<file path="config.mk">
export PLATFORM = sky130hd
export DESIGN_NAME = atomic_lock_ctrl
export DESIGN_NICKNAME = d
export VERILOG_FILES = /design/src/rtl/atomic_lock_pkg.sv /design/src/rtl/atomic_lock_decode.sv /design/src/rtl/atomic_lock_timer.sv /design/src/rtl/atomic_grant_mask.sv /design/src/rtl/atomic_lock_ctrl.sv
export SDC_FILE = /design/constraint.sdc
export NUM_CORES = 1
export LEC_CHECK = 0
export BUFFER_PORTS_ARGS = -buffer_cell sky130_fd_sc_hd__buf_4
export CORE_UTILIZATION = 40
export CTS_CLUSTER_DIAMETER = 120
export DETAILED_ROUTE_END_ITERATION = 8
export HOLD_SLACK_MARGIN = 0.03
export PLACE_DENSITY_LB_ADDON = 0.12
export SYNTH_ARGS = -nofsm -noshare
export SYNTH_HDL_FRONTEND = slang
export SYNTH_SLANG_ARGS = --single-unit
</file>
<file path="constraint.sdc">
create_clock -name clk_i -period 1.7 [get_ports clk_i]
set_input_delay 0.085 -clock clk_i [delete_from_list [all_inputs] [get_ports clk_i]]
set_output_delay 0.085 -clock clk_i [all_outputs]
set_load 0.01 [all_outputs]
</file>
<file path="src/rtl/atomic_lock_pkg.sv">
package atomic_lock_pkg;
  typedef enum logic [1:0] {
    MODE_NONE = 2'b00,
    MODE_RAW  = 2'b01,
    MODE_WAR  = 2'b10,
    MODE_RSVD = 2'b11
  } bank_mode_e;

  typedef enum logic {
    LK_RAW = 1'b0,
    LK_WAR = 1'b1
  } lock_kind_e;
endpackage

</file>
<file path="src/rtl/atomic_lock_decode.sv">
module atomic_lock_decode
  import atomic_lock_pkg::*;
#(
  parameter int N_MASTERS = 4,
  parameter int N_BANKS   = 8,
  localparam int MW = $clog2(N_MASTERS),
  localparam int BW = $clog2(N_BANKS)
) (
  input  logic                 clk_i,
  input  logic                 rst_ni,
  input  logic                 txn_valid_i,
  input  logic                 txn_write_i,
  input  logic [MW-1:0]        txn_master_i,
  input  logic [BW-1:0]        txn_bank_i,
  input  logic [2*N_BANKS-1:0] bank_mode_i,
  input  logic                 lock_i,
  input  logic [MW-1:0]        owner_i,
  input  logic [BW-1:0]        bank_i,
  input  lock_kind_e           kind_i,
  output logic                 start_o,
  output lock_kind_e           start_kind_o,
  output logic                 release_o
);
  bank_mode_e sel_mode;
  logic       seize_raw, seize_war, pair_done;

  always_comb begin
    sel_mode  = bank_mode_e'(bank_mode_i[{txn_bank_i, 1'b0} +: 2]);
    seize_raw = (sel_mode == MODE_RAW) && txn_write_i;
    seize_war = (sel_mode == MODE_WAR) && !txn_write_i;
    start_o   = txn_valid_i && !lock_i && (seize_raw || seize_war);
    start_kind_o = seize_war ? LK_WAR : LK_RAW;
    // completing access: owner, same bank, opposite direction
    pair_done = (kind_i == LK_RAW) ? !txn_write_i : txn_write_i;
    release_o = txn_valid_i && lock_i && (txn_master_i == owner_i)
                && (txn_bank_i == bank_i) && pair_done;
  end

  a_r3_no_start_nonatomic: assert property (@(posedge clk_i) disable iff (!rst_ni)
    (bank_mode_i[{txn_bank_i, 1'b0} +: 2] inside {2'b00, 2'b11}) |-> !start_o);
  a_r11_no_start_when_locked: assert property (@(posedge clk_i) disable iff (!rst_ni)
    lock_i |-> !start_o);
  a_r6_foreign_no_release: assert property (@(posedge clk_i) disable iff (!rst_ni)
    (txn_master_i != owner_i) |-> !release_o);
endmodule

</file>
<file path="src/rtl/atomic_lock_timer.sv">
module atomic_lock_timer #(
  parameter int TIMEOUT = 256,
  localparam int CW = (TIMEOUT > 1) ? $clog2(TIMEOUT) : 1
) (
  input  logic clk_i,
  input  logic rst_ni,
  input  logic active_i,
  input  logic release_i,
  output logic expire_o
);
  logic [CW-1:0] cnt_q;
  logic          at_end;

  always_comb begin
    at_end   = (cnt_q == CW'(TIMEOUT - 1));
    // release in the last window cycle wins over expiry
    expire_o = active_i && at_end && !release_i;
  end

  always_ff @(posedge clk_i or negedge rst_ni) begin
    if (!rst_ni)                                     cnt_q <= '0;
    else if (active_i && !release_i && !expire_o)    cnt_q <= cnt_q + 1'b1;
    else                                             cnt_q <= '0;
  end

  a_r7_cnt_in_window: assert property (@(posedge clk_i) disable iff (!rst_ni)
    cnt_q <= CW'(TIMEOUT - 1));
  a_r6_cnt_advances: assert property (@(posedge clk_i) disable iff (!rst_ni)
    (active_i && !release_i && !expire_o) |=> cnt_q == $past(cnt_q) + 1'b1);
  a_r7_idle_cnt_zero: assert property (@(posedge clk_i) disable iff (!rst_ni)
    !active_i |=> cnt_q == '0);
endmodule

</file>
<file path="src/rtl/atomic_grant_mask.sv">
module atomic_grant_mask #(
  parameter int N_MASTERS = 4,
  localparam int MW = $clog2(N_MASTERS)
) (
  input  logic                 lock_i,
  input  logic [MW-1:0]        owner_i,
  input  logic [N_MASTERS-1:0] req_i,
  output logic [N_MASTERS-1:0] gnt_o
);
  for (genvar g = 0; g < N_MASTERS; g++) begin : g_mst
    logic is_owner;
    assign is_owner = (owner_i == MW'(g));
    assign gnt_o[g] = req_i[g] && (!lock_i || is_owner);
  end
endmodule

</file>
<file path="src/rtl/atomic_lock_ctrl.sv">
module atomic_lock_ctrl
  import atomic_lock_pkg::*;
#(
  parameter int N_MASTERS = 4,
  parameter int N_BANKS   = 8,
  parameter int TIMEOUT   = 256,
  localparam int MW = $clog2(N_MASTERS),
  localparam int BW = $clog2(N_BANKS)
) (
  input  logic                 clk_i,
  input  logic                 rst_ni,
  input  logic                 txn_valid_i,
  input  logic                 txn_write_i,
  input  logic [MW-1:0]        txn_master_i,
  input  logic [BW-1:0]        txn_bank_i,
  input  logic [2*N_BANKS-1:0] bank_mode_i,
  input  logic [N_MASTERS-1:0] gnt_req_i,
  input  logic                 irq_clr_i,
  output logic [N_MASTERS-1:0] gnt_o,
  output logic                 lock_active_o,
  output logic [MW-1:0]        lock_master_o,
  output logic                 irq_o
);
  logic       lock_q, irq_q;
  logic [MW-1:0] owner_q;
  logic [BW-1:0] bank_q;
  lock_kind_e kind_q, start_kind;
  logic       start, release_evt, expire;

  atomic_lock_decode #(.N_MASTERS(N_MASTERS), .N_BANKS(N_BANKS)) u_decode (
    .clk_i, .rst_ni, .txn_valid_i, .txn_write_i, .txn_master_i, .txn_bank_i,
    .bank_mode_i,
    .lock_i(lock_q), .owner_i(owner_q), .bank_i(bank_q), .kind_i(kind_q),
    .start_o(start), .start_kind_o(start_kind), .release_o(release_evt)
  );

  atomic_lock_timer #(.TIMEOUT(TIMEOUT)) u_timer (
    .clk_i, .rst_ni, .active_i(lock_q), .release_i(release_evt), .expire_o(expire)
  );

  atomic_grant_mask #(.N_MASTERS(N_MASTERS)) u_mask (
    .lock_i(lock_q), .owner_i(owner_q), .req_i(gnt_req_i), .gnt_o(gnt_o)
  );

  always_ff @(posedge clk_i or negedge rst_ni) begin
    if (!rst_ni) begin
      lock_q  <= 1'b0;
      owner_q <= '0;
      bank_q  <= '0;
      kind_q  <= LK_RAW;
    end else if (start) begin
      lock_q  <= 1'b1;
      owner_q <= txn_master_i;
      bank_q  <= txn_bank_i;
      kind_q  <= start_kind;
    end else if (release_evt || expire) begin
      lock_q  <= 1'b0;
    end
  end

  // set dominates clear
  always_ff @(posedge clk_i or negedge rst_ni) begin
    if (!rst_ni)        irq_q <= 1'b0;
    else if (expire)    irq_q <= 1'b1;
    else if (irq_clr_i) irq_q <= 1'b0;
  end

  assign lock_active_o = lock_q;
  assign lock_master_o = owner_q;
  assign irq_o         = irq_q;

  a_r1_start_records_owner: assert property (@(posedge clk_i) disable iff (!rst_ni)
    start |=> lock_q && owner_q == $past(txn_master_i) && bank_q == $past(txn_bank_i));
  a_r2_war_kind: assert property (@(posedge clk_i) disable iff (!rst_ni)
    (start && !txn_write_i) |=> kind_q == LK_WAR);
  a_r4_mask_others: assert property (@(posedge clk_i) disable iff (!rst_ni)
    lock_q |-> (gnt_o & ~(N_MASTERS'(1) << owner_q)) == '0);
  a_r4_passthrough: assert property (@(posedge clk_i) disable iff (!rst_ni)
    !lock_q |-> gnt_o == gnt_req_i);
  a_r5_release_drops: assert property (@(posedge clk_i) disable iff (!rst_ni)
    release_evt |=> !lock_q);
  a_r7_expire_irq: assert property (@(posedge clk_i) disable iff (!rst_ni)
    expire |=> irq_q && !lock_q);
  a_r8_irq_sticky: assert property (@(posedge clk_i) disable iff (!rst_ni)
    (irq_q && !irq_clr_i) |=> irq_q);
  a_r9_release_no_irq: assert property (@(posedge clk_i) disable iff (!rst_ni)
    (release_evt && !irq_q) |=> !irq_q);
  a_r11_owner_held: assert property (@(posedge clk_i) disable iff (!rst_ni)
    (lock_q && !release_evt && !expire) |=> lock_q && $stable(owner_q) && $stable(bank_q));
endmodule

</file>
==> impl_metrics.env, run 1 <==
export IMPL_status="completed"
export IMPL_clock_latency_ps=280
export IMPL_drt_iter0_markers=12
export IMPL_maxCapViolCount=0
export IMPL_antennaDiodeCount=0
export IMPL_clk_pin_slew_ps=90
export IMPL_whs_ps=49.42
export IMPL_utilization_pct=61.99
export IMPL_htree_num_levels=1
export IMPL_grt_pass1_wl_mm=3.381
export IMPL_finalMaxSlewViolations=0
export IMPL_grt_max_degree=17
export IMPL_ys_async_sr_fraction_pct=100.0
export IMPL_final_hold_viol_count=0
export IMPL_dieWidth_um=51.27
export IMPL_die_height_um=51.27
export IMPL_track_usage_pct=17.30
export IMPL_tns_ps=0
export IMPL_nFillCells=209
export IMPL_vias_per_cell=4.909
export IMPL_peakVddDrop_uv=766.9
export IMPL_max_freq_mhz=662.3
export IMPL_ys_flop_type="dfrtp_1"
export IMPL_tightest_slew_ps=356.9
export IMPL_io_buffers=37
export IMPL_vias=810
export IMPL_whs_path_depth=2
export IMPL_final_area_mm2=0.001398
export IMPL_routedWlPerCell_um=12.22
export IMPL_cp_max_fo=7
export IMPL_cts_inserted_buffers=3
export IMPL_reg2reg_depth=4
export IMPL_clk_path_buf_depth=2
export IMPL_arrival_ps=1680
export IMPL_grt_pass1_vias=806
export IMPL_dr_pass1_iters=2
export IMPL_cts_tree="built"
export IMPL_nets=169
export IMPL_area_growth_pct=43.94
export IMPL_clock_sinks=16
export IMPL_ys_seq_area_share_pct=41.24
export IMPL_place_area_mm2=0.001321
export IMPL_holdPathEnd="lock_master_o[1]"
export IMPL_synth_top_area_share_pct=41.24
export IMPL_ys_ff_latch=16
export IMPL_power_internal_uw=1090
export IMPL_synth_edf_count=0
export IMPL_worstPathRequired_ps=1870
export IMPL_finalCriticalPeriod_ps=1510
export IMPL_start_kind="primary input"
export IMPL_synth_area_um2=970.9
export IMPL_cp_slowest_cell="dlygate4sd3_1"
export IMPL_cp_slowest_stage_delay_ps=530
export IMPL_num_rows=17
export IMPL_min_delay_start="txn_master_i[1]"
export IMPL_synth_top_cell_by_area="dfrtp_1"
export IMPL_path_cells="dlygate4sd3_1 -> buf_4 -> xnor2_1 -> nand4_1 -> o41ai_2 -> nand2b_2 -> nand2_1"
export IMPL_cts_root_buf="clkbuf_4"
export IMPL_multi_input_area_um2=558.0
export IMPL_ys_warnings_count=0
export IMPL_crit_type="primary input to flip-flop"
export IMPL_fin_skew_ps=3.044
export IMPL_setup_viol=0
export IMPL_dieArea_mm2=0.002628
export IMPL_combPwrFrac_pct=46.4
export IMPL_place_congestion=0.7698
export IMPL_synth_cells=88
export IMPL_switchingPower_uw=541.2
export IMPL_antenna_found_initial=0
export IMPL_clkPwrFrac_pct=15.2
export IMPL_syn_nets=119
export IMPL_register_area_um2=400.4
export IMPL_switching_share_pct=33.17
export IMPL_hold_class="primary input to flip-flop"
export IMPL_r2r_end="bank_q[2]"
export IMPL_drtAntennaViolNets=0
export IMPL_synthTopCellsByArea="dfrtp_1 (41%), mux2_4 (9.3%), xnor2_1 (5.4%)"
export IMPL_core_area_mm2=0.002255
export IMPL_ys_types=30
export IMPL_p_seq_share_pct=38.4
export IMPL_p_per_area_mw_per_mm2=1167
export IMPL_drc=0
export IMPL_cp_end_kind="flip-flop"
export IMPL_r2r_start="lock_active_o"
export IMPL_total_leakage_power_uw=0.0006781
export IMPL_syn_area_per_cell_um2=11.03
export IMPL_drive_gt1_share_pct=44.53
export IMPL_slew_headroom_pct=75.70
export IMPL_fin_crit_sh_pct=88.81
export IMPL_routed_wl_mm=2.016
export IMPL_pin_count=38
export IMPL_ff2ff_setup_slack_ps=230
export IMPL_start_util_pct=43.06
export IMPL_grt_setup_unrepaired="no"
export IMPL_grt_overflow_total=0
export IMPL_power_uw=1631
[layer usage]
| layer | up-vias | GRT usage, % | part of all wire, % |
|---|---|---|---|
| met3 | 0 | 5.357 | 6.5 |
| met5 | - | 0 | 0 |
| met1 | 374 | 21.54 | 45 |
| li1 | 404 | - | - |
| met4 | 0 | 1.351 | 0 |
| met2 | 32 | 30.48 | 49 |
[worst max-delay path, delay by kind of cell]
family	cells	cell delay (ps)
buffers and inverters	2	670
and+or+nand+nor	3	470
AOI/OAI and AO/OA	1	280
xor gates and xnor gates	1	160
[synthesized netlist by cell type (all sizes together), types with 2 or more instances]
master and instances:
xor2 6, mux2i 4, a21boi 3, xnor2 6, inv 2, nor2b 2, nand2b 3, dfrtp 16
nor2 11, nand3 5, nand2 5, mux2 7, a2bb2oi 2, mux4 2
[area by class of cell]
class                           instances  area share, %
Multi-Input combinational cell         68          39.93
Inverter                                2         0.5372
Tap cell                               28          2.507
Clock buffer                            4          2.596
Timing Repair Buffer                   47          25.78
Sequential cell                        16          28.65
[metrics by stage]
step / setup WS (ps) / cells
global route: 63.77 / 165
detailed placement: -108.4 / 158
finish: 190.2 / 165
floorplan: 0.3006 / 88
global placement: -77.00 / 158
CTS: 94.85 / 164
[sequential cells by signal, indices dropped and copies added, names as in the netlist]
signal	cells
lock_active_o	1
kind_q	1
lock_master_o	2
irq_o	1
u_timer.cnt_q	8
bank_q	3
[how the worst max path moves through the flow]
stage                               start          endpoint  slack (ps)  depth (start not counted)
final                     txn_master_i[0]     lock_active_o         190                          7
after detailed placement    txn_bank_i[0]         bank_q[0]        -110                          5
after floorplan             txn_bank_i[0]         bank_q[2]         0.3                          5
after CTS                       bank_q[2]  u_timer.cnt_q[1]          90                          5
after global routing      txn_master_i[0]     lock_active_o          60                          7
after global placement      txn_bank_i[0]         bank_q[2]         -80                          5
[power groups by stage]
stage	sequential (uW)	clock [uW]	combinational, uW
after floorplan	650	0	403
after global placement	625	0	719
after detailed placement	629	0	741
after CTS	628	256	751
after global routing	642	277	847
final	627	247	757
[kinds of logic (layout without fill, tap and decap cells)]
logic type	after synthesis	count (layout)	share of synthesized area, %
AOI/OAI and AO/OA	10	10	7.474
xor gates and xnor gates	12	12	10.82
adders and majority gates	1	1	1.288
buffers and inverters	4	53	2.319
DFF	16	16	41.24
muxes	13	13	20.49
and+or+nand+nor	32	32	16.37
[layout by cell type, fill, tap and decap left out, types with 2 or more instances in the layout]
| cell | netlist | routed |
|---|---|---|
| nand3_1 | 5 | 5 |
| nor2_1 | 11 | 11 |
| inv_1 | 2 | 2 |
| nand2_1 | 5 | 5 |
| dlygate4sd3_1 | 0 | 3 |
| mux2_4 | 6 | 6 |
| xnor2_1 | 6 | 6 |
| nand2b_1 | 3 | 2 |
| xor2_1 | 6 | 6 |
| mux4_2 | 2 | 2 |
| mux2i_1 | 3 | 3 |
| dfrtp_1 | 16 | 16 |
| nor2b_1 | 2 | 2 |
| a2bb2oi_1 | 2 | 2 |
| clkbuf_4 | 0 | 3 |
| a21boi_0 | 3 | 3 |
| buf_4 | 0 | 44 |
[what timing repair did]
action                                 4_1_cts  5_1_grt
setup endpoints to repair                    0        7
hold buffers                                 2        1
resized for setup                            0        2
setup buffers                                0        0
endpoints found under the hold margin       17        1
Power figures use the tool's default switching activity.
==> inputs of run 2 (changes only) <==
--- a/config.mk
+++ b/config.mk
@@ -5,12 +5,14 @@
 export SDC_FILE = /design/constraint.sdc
 export NUM_CORES = 1
 export LEC_CHECK = 0
+export ABC_AREA = 1
 export BUFFER_PORTS_ARGS = -buffer_cell sky130_fd_sc_hd__buf_4
 export CORE_UTILIZATION = 40
-export CTS_CLUSTER_DIAMETER = 120
+export CTS_CLUSTER_DIAMETER = 30
 export DETAILED_ROUTE_END_ITERATION = 8
 export HOLD_SLACK_MARGIN = 0.03
 export PLACE_DENSITY_LB_ADDON = 0.12
+export RECOVER_POWER = 50
 export SYNTH_ARGS = -nofsm -noshare
 export SYNTH_HDL_FRONTEND = slang
 export SYNTH_SLANG_ARGS = --single-unit
==> impl_metrics.env, run 2 <==
export IMPL_peakVddDrop_uv=808.5
export IMPL_tightest_slew_ps=831.6
export IMPL_place_area_mm2=0.001478
export IMPL_crit_type="flip-flop to flip-flop"
export IMPL_cp_slowest_cell="dfrtp_1"
export IMPL_syn_nets=195
export IMPL_drc=0
export IMPL_total_leakage_power_uw=0.0008027
export IMPL_drt_iter0_markers=22
export IMPL_grt_max_degree=17
export IMPL_final_area_mm2=0.001511
export IMPL_worstPathRequired_ps=1860
export IMPL_track_usage_pct=17.04
export IMPL_pin_count=38
export IMPL_post_cts_resize_count=0
export IMPL_synth_cells=164
export IMPL_dr_pass1_iters=4
export IMPL_p_per_area_mw_per_mm2=1016
export IMPL_ys_flop_type="dfrtp_1"
export IMPL_ys_types=24
export IMPL_syn_area_per_cell_um2=7.210
export IMPL_cts_inserted_buffers=3
export IMPL_routedWlPerCell_um=10.12
export IMPL_hold_class="primary input to flip-flop"
export IMPL_finalCriticalPeriod_ps=1414
export IMPL_fin_crit_sh_pct=83.19
export IMPL_synthTopCellsByArea="dfrtp_1 (34%), nand2_1 (16%), inv_1 (7.9%)"
export IMPL_crit_family="simple AND/OR/NAND/NOR gates"
export IMPL_setup_viol=0
export IMPL_finalMaxSlewViolations=0
export IMPL_vias_per_cell=4.634
export IMPL_ys_warnings_count=0
export IMPL_dieWidth_um=56.37
export IMPL_cts_root_buf="clkbuf_4"
export IMPL_synth_most_common_cell="nand2_1"
export IMPL_drive_gt1_share_pct=29.41
export IMPL_tns_ps=0
export IMPL_core_area_mm2=0.002781
export IMPL_routed_wl_mm=2.379
export IMPL_place_congestion=0.7050
export IMPL_maxCapViolCount=0
export IMPL_synth_top_family_by_area="simple AND/OR/NAND/NOR gates"
export IMPL_final_cell_mix="nand2_1 (51), buf_4 (33), inv_1 (25)"
export IMPL_synth_top_cell_by_area="dfrtp_1"
export IMPL_synth_adder_area_share_pct=1.058
export IMPL_synth_xor_area_share_pct=6.667
export IMPL_cp_max_fo=9
export IMPL_synth_compound_area_share_pct=3.386
export IMPL_start_kind="flip-flop"
export IMPL_arrival_ps=1580
export IMPL_utilization_pct=54.34
export IMPL_slew_headroom_pct=44.56
export IMPL_antenna_found_initial=0
export IMPL_cp_num_buf_inv=0
export IMPL_clk_path_buf_depth=2
export IMPL_synth_edf_count=0
export IMPL_htree_num_levels=1
export IMPL_synth_commonest_cells="nand2_1 (51), inv_1 (25), nand3_1 (18)"
export IMPL_drtAntennaViolNets=0
export IMPL_nFillCells=274
export IMPL_hpwl_mm=1.925
export IMPL_grt_overflow_total=0
export IMPL_status="completed"
export IMPL_num_rows=19
export IMPL_clock_sinks=16
export IMPL_die_height_um=56.37
export IMPL_synth_simple_area_share_pct=43.39
export IMPL_dieArea_mm2=0.003178
export IMPL_start_util_pct=42.51
export IMPL_fin_skew_ps=4.700
export IMPL_nets=237
export IMPL_grt_setup_unrepaired="no"
export IMPL_postLayoutSetupSlackWorst_ps=285.8
export IMPL_antennaDiodeCount=0
export IMPL_area_growth_pct=27.83
export IMPL_ys_ff_latch=16
export IMPL_io_buffers=37
export IMPL_clk_pin_slew_ps=80
export IMPL_post_place_ws_ps=286.5
export IMPL_max_freq_mhz=707.1
export IMPL_synth_area_mm2=0.001182
export IMPL_regMostFlops="u_timer.cnt_q"
export IMPL_ys_seq_area_share_pct=33.86
export IMPL_cp_end_kind="flip-flop"
export IMPL_cp_slowest_stage_delay_ps=410
export IMPL_path_cells="ha_1 -> nand3_1 -> nor3_1 -> nand3b_4 -> nand2_2"
export IMPL_synth_top_area_share_pct=33.86
export IMPL_grt_pass1_wl_mm=4.429
export IMPL_vias=1089
export IMPL_final_common_cell="nand2_1"
export IMPL_synth_mux_area_fraction_pct=0
export IMPL_clock_latency_ps=270
export IMPL_largest_reg_flops=8
export IMPL_cts_tree="built"
export IMPL_ys_async_sr_fraction_pct=100.0
export IMPL_power_uw=1535
export IMPL_grt_pass1_vias=1074
export IMPL_final_hold_viol_count=0
==> run 2: changes by cell type after synthesis, sizes merged, moves of 2 or more <==
cell	change
nand2	+50
inv	+27
nand3	+19
mux2	-7
mux2i	-4
buf	+3
nand2b	-3
nor2	+3
a2bb2oi	-2
mux4	-2
nor2b	-2
nor3	+2
xnor2	-2
==> run 2: worst min-delay path, stage by stage <==
cell and delay [ps]:
buf_4 90, nand2_1 50, nand2_1 50
==> run 2: report_power, final <==
part	switching [uW]	internal (uW)
logic	384	333
clock network	101	82.0
registers	130	505
total	615	920
==> run 2: through the flow <==
stage               std cells  hold WS, ps
floorplan                 164       -210.6
global placement          229       -49.54
detailed placement        229       -47.80
CTS                       235        32.20
global route              235        48.59
finish                    235        34.57
==> run 2: final timing paths <==
check / slack, ps / to / depth (start not counted) / startpoint
min: 30 / lock_master_o[0] / 3 / txn_master_i[0]
max reg2reg: 290 / lock_active_o / 5 / u_timer.cnt_q[0]
min in group asynchronous: 430 / lock_master_o[0] / 2 / rst_ni
min reg2reg: 510 / u_timer.cnt_q[0] / 1 / u_timer.cnt_q[0]
max in group asynchronous: 760 / u_timer.cnt_q[1] / 2 / rst_ni
max: 290 / lock_active_o / 5 / u_timer.cnt_q[0]
==> run 2: area by class of cell <==
type                       count  area, um^2  area share, %
clock buffer                   3       22.52          1.490
inverter                      29       108.9          7.202
multi-input combinational    115       644.4          42.63
sequential                    16       400.4          26.49
tap                           31       38.79          2.566
timing repair buffer          41       296.5          19.62
==> run 2: logic make-up after synthesis <==
kind of cell | count (synthesis)
AND/OR/NAND/NOR | 99
buffers and inverters | 33
flip-flops | 16
XOR/XNOR | 9
AO/OA/AOI/OAI | 6
adder cells (fa/ha/maj) | 1
==> run 2: routing by layer <==
layer / up-vias / global-route usage, % / share of wire, %
met2: 17 / 29.76 / 50
met5: - / 0 / 0
met3: 2 / 1.382 / 3.5
li1: 582 / - / -
met4: 0 / 4.181 / 0.34
met1: 488 / 22.84 / 46
==> run 2: what timing repair did <==
item / 4_1_cts / 5_1_grt
endpoints found under the hold margin: 18 / 0
buffers inserted: 0 / 0
setup endpoints to repair: 0 / 0
hold buffers: 3 / 0
